$ cat src/rtl/msi_dbl_pkg.sv
package msi_dbl_pkg;

    parameter int unsigned REG_AW = 12;

    localparam logic [REG_AW-1:0] OFF_ADDR_LO = 12'h820;
    localparam logic [REG_AW-1:0] OFF_ADDR_HI = 12'h824;
    localparam logic [REG_AW-1:0] OFF_VEC_EN  = 12'h828;
    localparam logic [REG_AW-1:0] OFF_VEC_MSK = 12'h82C;
    localparam logic [REG_AW-1:0] OFF_VEC_STS = 12'h830;

    typedef enum logic [2:0] {
        SEL_NONE,
        SEL_ADDR_LO,
        SEL_ADDR_HI,
        SEL_VEC_EN,
        SEL_VEC_MSK,
        SEL_VEC_STS
    } reg_sel_e;

endpackage

$ cat src/rtl/msi_dbl_regdec.sv
module msi_dbl_regdec
    import msi_dbl_pkg::*;
(
    input  logic [REG_AW-1:0] addr,
    output reg_sel_e          sel
);

    always_comb begin
        unique case (addr)
            OFF_ADDR_LO: sel = SEL_ADDR_LO;
            OFF_ADDR_HI: sel = SEL_ADDR_HI;
            OFF_VEC_EN:  sel = SEL_VEC_EN;
            OFF_VEC_MSK: sel = SEL_VEC_MSK;
            OFF_VEC_STS: sel = SEL_VEC_STS;
            default:     sel = SEL_NONE;
        endcase
    end

endmodule

$ cat src/rtl/msi_dbl_match.sv
module msi_dbl_match #(
    parameter int unsigned ADDR_W = 64,
    parameter int unsigned BE_W   = 4
) (
    input  logic              req_valid,
    input  logic              req_write,
    input  logic [ADDR_W-1:0] req_addr,
    input  logic [BE_W-1:0]   req_be,
    input  logic [ADDR_W-1:0] win_base,
    input  logic              win_open,
    output logic              hit
);

    logic addr_eq;
    logic full_word;

    always_comb begin
        addr_eq   = (req_addr == win_base);
        full_word = &req_be;
        hit       = req_valid && req_write && full_word && addr_eq && win_open;
    end

endmodule

$ cat src/rtl/msi_dbl_vecdec.sv
module msi_dbl_vecdec #(
    parameter int unsigned NVEC = 32
) (
    input  logic [NVEC-1:0] data,
    input  logic [NVEC-1:0] enable,
    output logic [NVEC-1:0] set_mask
);

    localparam int unsigned VEC_W = $clog2(NVEC);

    logic [VEC_W-1:0] vec_num;

    assign vec_num = data[VEC_W-1:0];

    for (genvar g = 0; g < NVEC; g++) begin : g_bit
        assign set_mask[g] = (vec_num == VEC_W'(g)) && enable[g];
    end

endmodule

$ cat src/rtl/msi_doorbell_ctrl.sv
module msi_doorbell_ctrl
    import msi_dbl_pkg::*;
#(
    parameter int unsigned DATA_W = 32,
    parameter int unsigned BE_W   = DATA_W / 8
) (
    input  logic                  clk,
    input  logic                  rst_n,
    input  logic                  reg_we,
    input  logic [REG_AW-1:0]     reg_addr,
    input  logic [DATA_W-1:0]     reg_wdata,
    output logic [DATA_W-1:0]     reg_rdata,
    input  logic                  ib_valid,
    input  logic                  ib_write,
    input  logic [2*DATA_W-1:0]   ib_addr,
    input  logic [BE_W-1:0]       ib_be,
    input  logic [DATA_W-1:0]     ib_wdata,
    output logic                  ib_claim,
    output logic                  ib_fwd,
    output logic                  irq
);

    localparam int unsigned ADDR_W = 2 * DATA_W;
    localparam int unsigned NVEC   = DATA_W;

    typedef struct packed {
        logic [ADDR_W-1:0] base;
        logic [NVEC-1:0]   en;
        logic [NVEC-1:0]   msk;
        logic [NVEC-1:0]   sts;
        logic              irq;
    } state_t;

    state_t   st_q;
    state_t   st_d;
    reg_sel_e sel;
    logic [NVEC-1:0] set_vec;
    logic [NVEC-1:0] sts_tog;
    logic [NVEC-1:0] sts_new;
    logic            sts_wr;
    logic            win_open;
    logic [NVEC-1:0] en_q;
    logic [NVEC-1:0] sts_q;

    assign win_open = |st_q.en;
    assign en_q     = st_q.en;
    assign sts_q    = st_q.sts;

    msi_dbl_regdec u_dec (
        .addr (reg_addr),
        .sel  (sel)
    );

    msi_dbl_match #(
        .ADDR_W (ADDR_W),
        .BE_W   (BE_W)
    ) u_match (
        .req_valid (ib_valid),
        .req_write (ib_write),
        .req_addr  (ib_addr),
        .req_be    (ib_be),
        .win_base  (st_q.base),
        .win_open  (win_open),
        .hit       (ib_claim)
    );

    msi_dbl_vecdec #(
        .NVEC (NVEC)
    ) u_vec (
        .data     (ib_wdata),
        .enable   (st_q.en),
        .set_mask (set_vec)
    );

    assign ib_fwd = ib_valid && !ib_claim;

    // Next-state computation
    always_comb begin
        st_d    = st_q;
        sts_wr  = 1'b0;
        sts_tog = st_q.sts;
        if (reg_we) begin
            unique case (sel)
                SEL_ADDR_LO: st_d.base[DATA_W-1:0]      = reg_wdata;
                SEL_ADDR_HI: st_d.base[ADDR_W-1:DATA_W] = reg_wdata;
                SEL_VEC_EN:  st_d.en  = reg_wdata;
                SEL_VEC_MSK: st_d.msk = reg_wdata;
                SEL_VEC_STS: begin
                    sts_wr  = 1'b1;
                    sts_tog = st_q.sts ^ reg_wdata;
                end
                default: ;
            endcase
        end
        sts_new  = sts_tog | (ib_claim ? set_vec : '0);
        st_d.sts = sts_new;
        if (ib_claim && (|(sts_new & ~st_q.msk))) begin
            st_d.irq = 1'b1;
        end else if (sts_wr && (sts_new == '0)) begin
            st_d.irq = 1'b0;
        end
    end

    always_ff @(posedge clk or negedge rst_n) begin
        if (!rst_n) begin
            st_q <= '0;
        end else begin
            st_q <= st_d;
        end
    end

    // Register read mux
    always_comb begin
        unique case (sel)
            SEL_ADDR_LO: reg_rdata = st_q.base[DATA_W-1:0];
            SEL_ADDR_HI: reg_rdata = st_q.base[ADDR_W-1:DATA_W];
            SEL_VEC_EN:  reg_rdata = st_q.en;
            SEL_VEC_MSK: reg_rdata = st_q.msk;
            SEL_VEC_STS: reg_rdata = st_q.sts;
            default:     reg_rdata = '0;
        endcase
    end

    assign irq = st_q.irq;

endmodule

$ cat config.mk
export PLATFORM = sky130hd
export DESIGN_NAME = msi_doorbell_ctrl
export DESIGN_NICKNAME = d
export VERILOG_FILES = /design/src/rtl/msi_dbl_pkg.sv /design/src/rtl/msi_dbl_regdec.sv /design/src/rtl/msi_dbl_match.sv /design/src/rtl/msi_dbl_vecdec.sv /design/src/rtl/msi_doorbell_ctrl.sv
export SDC_FILE = /design/constraint.sdc
export NUM_CORES = 1
export LEC_CHECK = 0
export BUFFER_PORTS_ARGS = -buffer_cell sky130_fd_sc_hd__buf_2
export CORE_MARGIN = 5
export CORE_UTILIZATION = 40
export CTS_CLUSTER_DIAMETER = 100
export DETAILED_ROUTE_END_ITERATION = 7
export GPL_TIMING_DRIVEN = 1
export PLACE_DENSITY_LB_ADDON = 0.25
export SYNTH_ARGS = -nofsm -noshare
export SYNTH_HDL_FRONTEND = slang
export SYNTH_SLANG_ARGS = --single-unit
$ cat constraint.sdc
create_clock -name clk -period 4.05 [get_ports clk]
set_input_delay 0.81 -clock clk [delete_from_list [all_inputs] [get_ports clk]]
set_output_delay 0.81 -clock clk [all_outputs]
set_load 0.01 [all_outputs]
==> impl_metrics.csv <==
group,metric,value,unit
timing,period_needed,3810,ps
timing,skew,16.7,ps
logic_synthesis,synth_top_cell_by_area,"dfrtp_1",
logic_synthesis,netlist.area_leader.share,40.4,%
clock_network,cts.htree.levels,4,
logic_synthesis,avgSynthCellArea,10.3,sq um
clock_network,cts.clk_slew.worst_paths,80,ps
logic_synthesis,syn-num-nets,1119,
clock_network,post_cts_resized,0,
route,wirelength,39.2,mm
critical_path,critPathSlowestCell,"a222oi_1",
pwr,power_density,303,mW/mm^2
global_route,grtUsageTotal,27.2,%
timing,final_hold_viol_count,0,
logic_synthesis,synth_edf_count,0,
floorplanning,core,0.0245,sq mm
clock_network,clk_latency,440,ps
clock_network,post_cts.repair.setup_buffers,0,
status,failed_checks,"design-rule violations",
final_layout,multi_input_area,0.00561,sq mm
global_route,use_met1,39.4,%
pwr,peakVddDrop,0.163,mV
route,drcViolationCount,10,
final_layout,antenna-diode-count,0,
global_route,antenna_found_initial,0,
critical_path,cpLargestDelayFamily,"simple AND/OR/NAND/NOR gates",
final_layout,fin_nets,1274,
job,drv_cap,0,
clock_network,cts_hold_buf,0,
route,initialDrtViolationCount,1230,
final_layout,drive_above_1_share,33.6,%
logic_synthesis,synth_area_leaders,"dfrtp_1, mux2_2, xor2_1, nor4_1, o21ai_0",
pwr,finalPower,3.61,mW
global_route,grt_pass1_vias,9215,
place,gp_congestion,0.988,
timing,setup_tns,0,ps
global_route,grt_pass1_wl,58.8,mm
critical_path,cp_num_buf_inv,3,
logic_synthesis,synth_area,0.00998,sq mm
timing,rsz0062_at_grt,"false",
timing,maxSlewViolCount,0,
logic_synthesis,yosysSeqAreaShare,40.4,%
timing,max-slew-margin-rel,24.5,%
logic_synthesis,yosys_warnings,0,
critical_path,crit_path_frequent_cell,"buf_2",
floorplanning,fp.dieW,168,microns
clock_network,cts_root_buf,"clkbuf_16",
logic_synthesis,async_flop_share,100,%
critical_path,crit_chain,"buf_2 > or2_2 > nor2_1 > nand2_1 > nor2_2 > and2_0 > buf_4 > a222oi_1 > o21ai_0 > buf_2",
logic_synthesis,synth.distinct_cells,65,
clock_network,tritoncts,"yes",
timing,fmax,263,MHz
critical_path,required,3240,ps
route,via_per_inst,6.35,
global_route,grt_busiest_layer,"met2",
clock_network,clock_sinks,161,
timing,setup_viol,0,
pwr,p_leak,5.45,nW
worst_hold_path,min_path_type,"in2async",
logic_synthesis,synthCells,970,
logic_synthesis,ys_ff_latch,161,
critical_path,critPathLaunchType,"input pin",
floorplanning,dieArea,0.0282,sq mm
global_route,grt_max_degree,77,
global_route,grt_overflow_total,0,
floorplanning,rows,57,
route,wl_per_cell,26.8,microns
timing,worst_slew_pin_slew,1130,ps
place,port_buffers,156,
global_route,grt_use_met3,5.65,%
final_layout,ff_latch_area,0.00403,sq mm
status,run_status,"complete, but fails checks",
final_layout,fillCellCount,2335,
timing,fin_crit_sh,94.0,%
critical_path,worstSetupEndpointType,"output pin",
critical_path,path_max_fanout,26,
route,vias,9280,
route,postRouteAntennaNets,0,
clock_network,cts_buffer_depth,2,
critical_path,critPathMaxStageDelay,500,ps
final_layout,syn_to_final_growth,19.4,%
logic_synthesis,ys.flop_type,"dfrtp_1",
critical_path,cp.arrival,3000,ps
floorplanning,die_y,168,microns
global_route,grt_util_met2,41.5,%
place,dp_hpwl,29.9,mm
clock_network,cts_buffers,17,
critical_path,critical_path_class,"in2out",
floorplanning,initial_core_util,40.8,%
route,drt_first_pass_iters,8,
floorplanning,num_io_pins,184,
## state kept, by name, indices dropped and copies added (netlist names)
| name | count |
|---|---|
| sts_q | 32 |
| st_q | 96 |
| en_q | 32 |
| irq | 1 |
## cell families after synthesis
family | synth area share [%]
muxes | 15.5
and+or+nand+nor | 19.0
buffers and inverters | 3.56
xor gates and xnor gates | 7.55
DFF | 40.4
AOI/OAI and AO/OA | 14.0
## per-layer routing
layer | wire, microns | part of all wire [%] | vias up
li1 | - | - | 4058
met4 | 952 | 2.4 | 0
met2 | 17700 | 45 | 526
met3 | 3690 | 9.4 | 62
met5 | 0 | 0 | -
met1 | 16800 | 43 | 4634
## where the power goes
group	switching (mW)	internal, mW	total, mW	leakage [nW]
Combinational	0.210	0.108	0.318	2.91
Sequential	0.00965	1.61	1.62	2.25
Clock	0.833	0.839	1.67	0.292
## final timing paths
path	start	endpoint	slack (ps)	cells past startpoint
setup / recovery	reg_addr[6]	reg_rdata[24]	240	10
hold / removal	rst_n	st_q[118]$_DFFE_PN0P_	370	1
setup reg to reg	en_q[1]$_DFFE_PN0P_	irq$_DFFE_PN0P_	1140	11
hold reg to reg	st_q[146]$_DFFE_PN0P_	st_q[146]$_DFFE_PN0P_	550	1
max in group asynchronous	rst_n	sts_q[2]$_DFF_PN0_	2840	2
min in group clk	st_q[146]$_DFFE_PN0P_	st_q[146]$_DFFE_PN0P_	550	1
## through the flow
| stage | cells | setup slack, ps | cell area [sq um] | utilization [%] | hold slack [ps] |
|---|---|---|---|---|---|
| 2_1_floorplan | 970 | 354 | 9980 | - | 507 |
| 5_1_grt | 1462 | 130 | 11900 | 48.7 | 440 |
| 4_1_cts | 1462 | 280 | 11900 | 48.7 | 411 |
| 3_5_place_dp | 1430 | 88.9 | 11300 | 46.2 | 540 |
| 6_report | 1462 | 242 | 11900 | 48.7 | 370 |
| 3_3_place_gp | 1430 | 108 | 11300 | 46.2 | 532 |
## placed cells by master (no fill, tap or decap), drive strengths merged, types with 22 or more instances in the layout
cell / instances
dfrtp: 161
a222oi: 32
nand2: 35
xnor2: 32
nor2b: 42
nand3: 34
inv: 22
mux2: 129
nor4: 73
o21ai: 70
nand4: 22
a22oi: 39
xor2: 54
nor2: 25
buf: 208
## Yosys cell counts, types with 3 or more instances
library cell	number
a22oi_1	37
o22a_1	6
a21oi_1	6
nor3b_1	6
or4bb_1	21
dfrtp_1	161
a222oi_1	32
mux2_2	127
o31ai_1	9
mux2i_1	7
clkbuf_1	48
and2_1	5
nor4_1	71
nand2_1	35
nand4bb_1	3
nand4_1	22
xnor2_1	32
inv_1	12
or2_2	5
buf_1	14
xor2_1	54
nand3_1	34
a2111oi_0	4
nor2_1	25
nor2b_1	42
nor3_1	11
o21ai_0	68
nand3b_1	8
or4_1	3
buf_2	7
o22ai_1	10
a31oi_1	3
## area by class of cell
| cell class | instances | area share (%) |
|---|---|---|
| multi-input combinational | 725 | 47.1 |
| sequential | 161 | 33.8 |
| timing repair buffer | 208 | 10.3 |
| clock buffer | 17 | 3.57 |
| tap | 324 | 3.40 |
| clock inverter | 15 | 1.47 |
| inverter | 12 | 0.378 |
No activity file was read; power rests on OpenSTA's default activity.
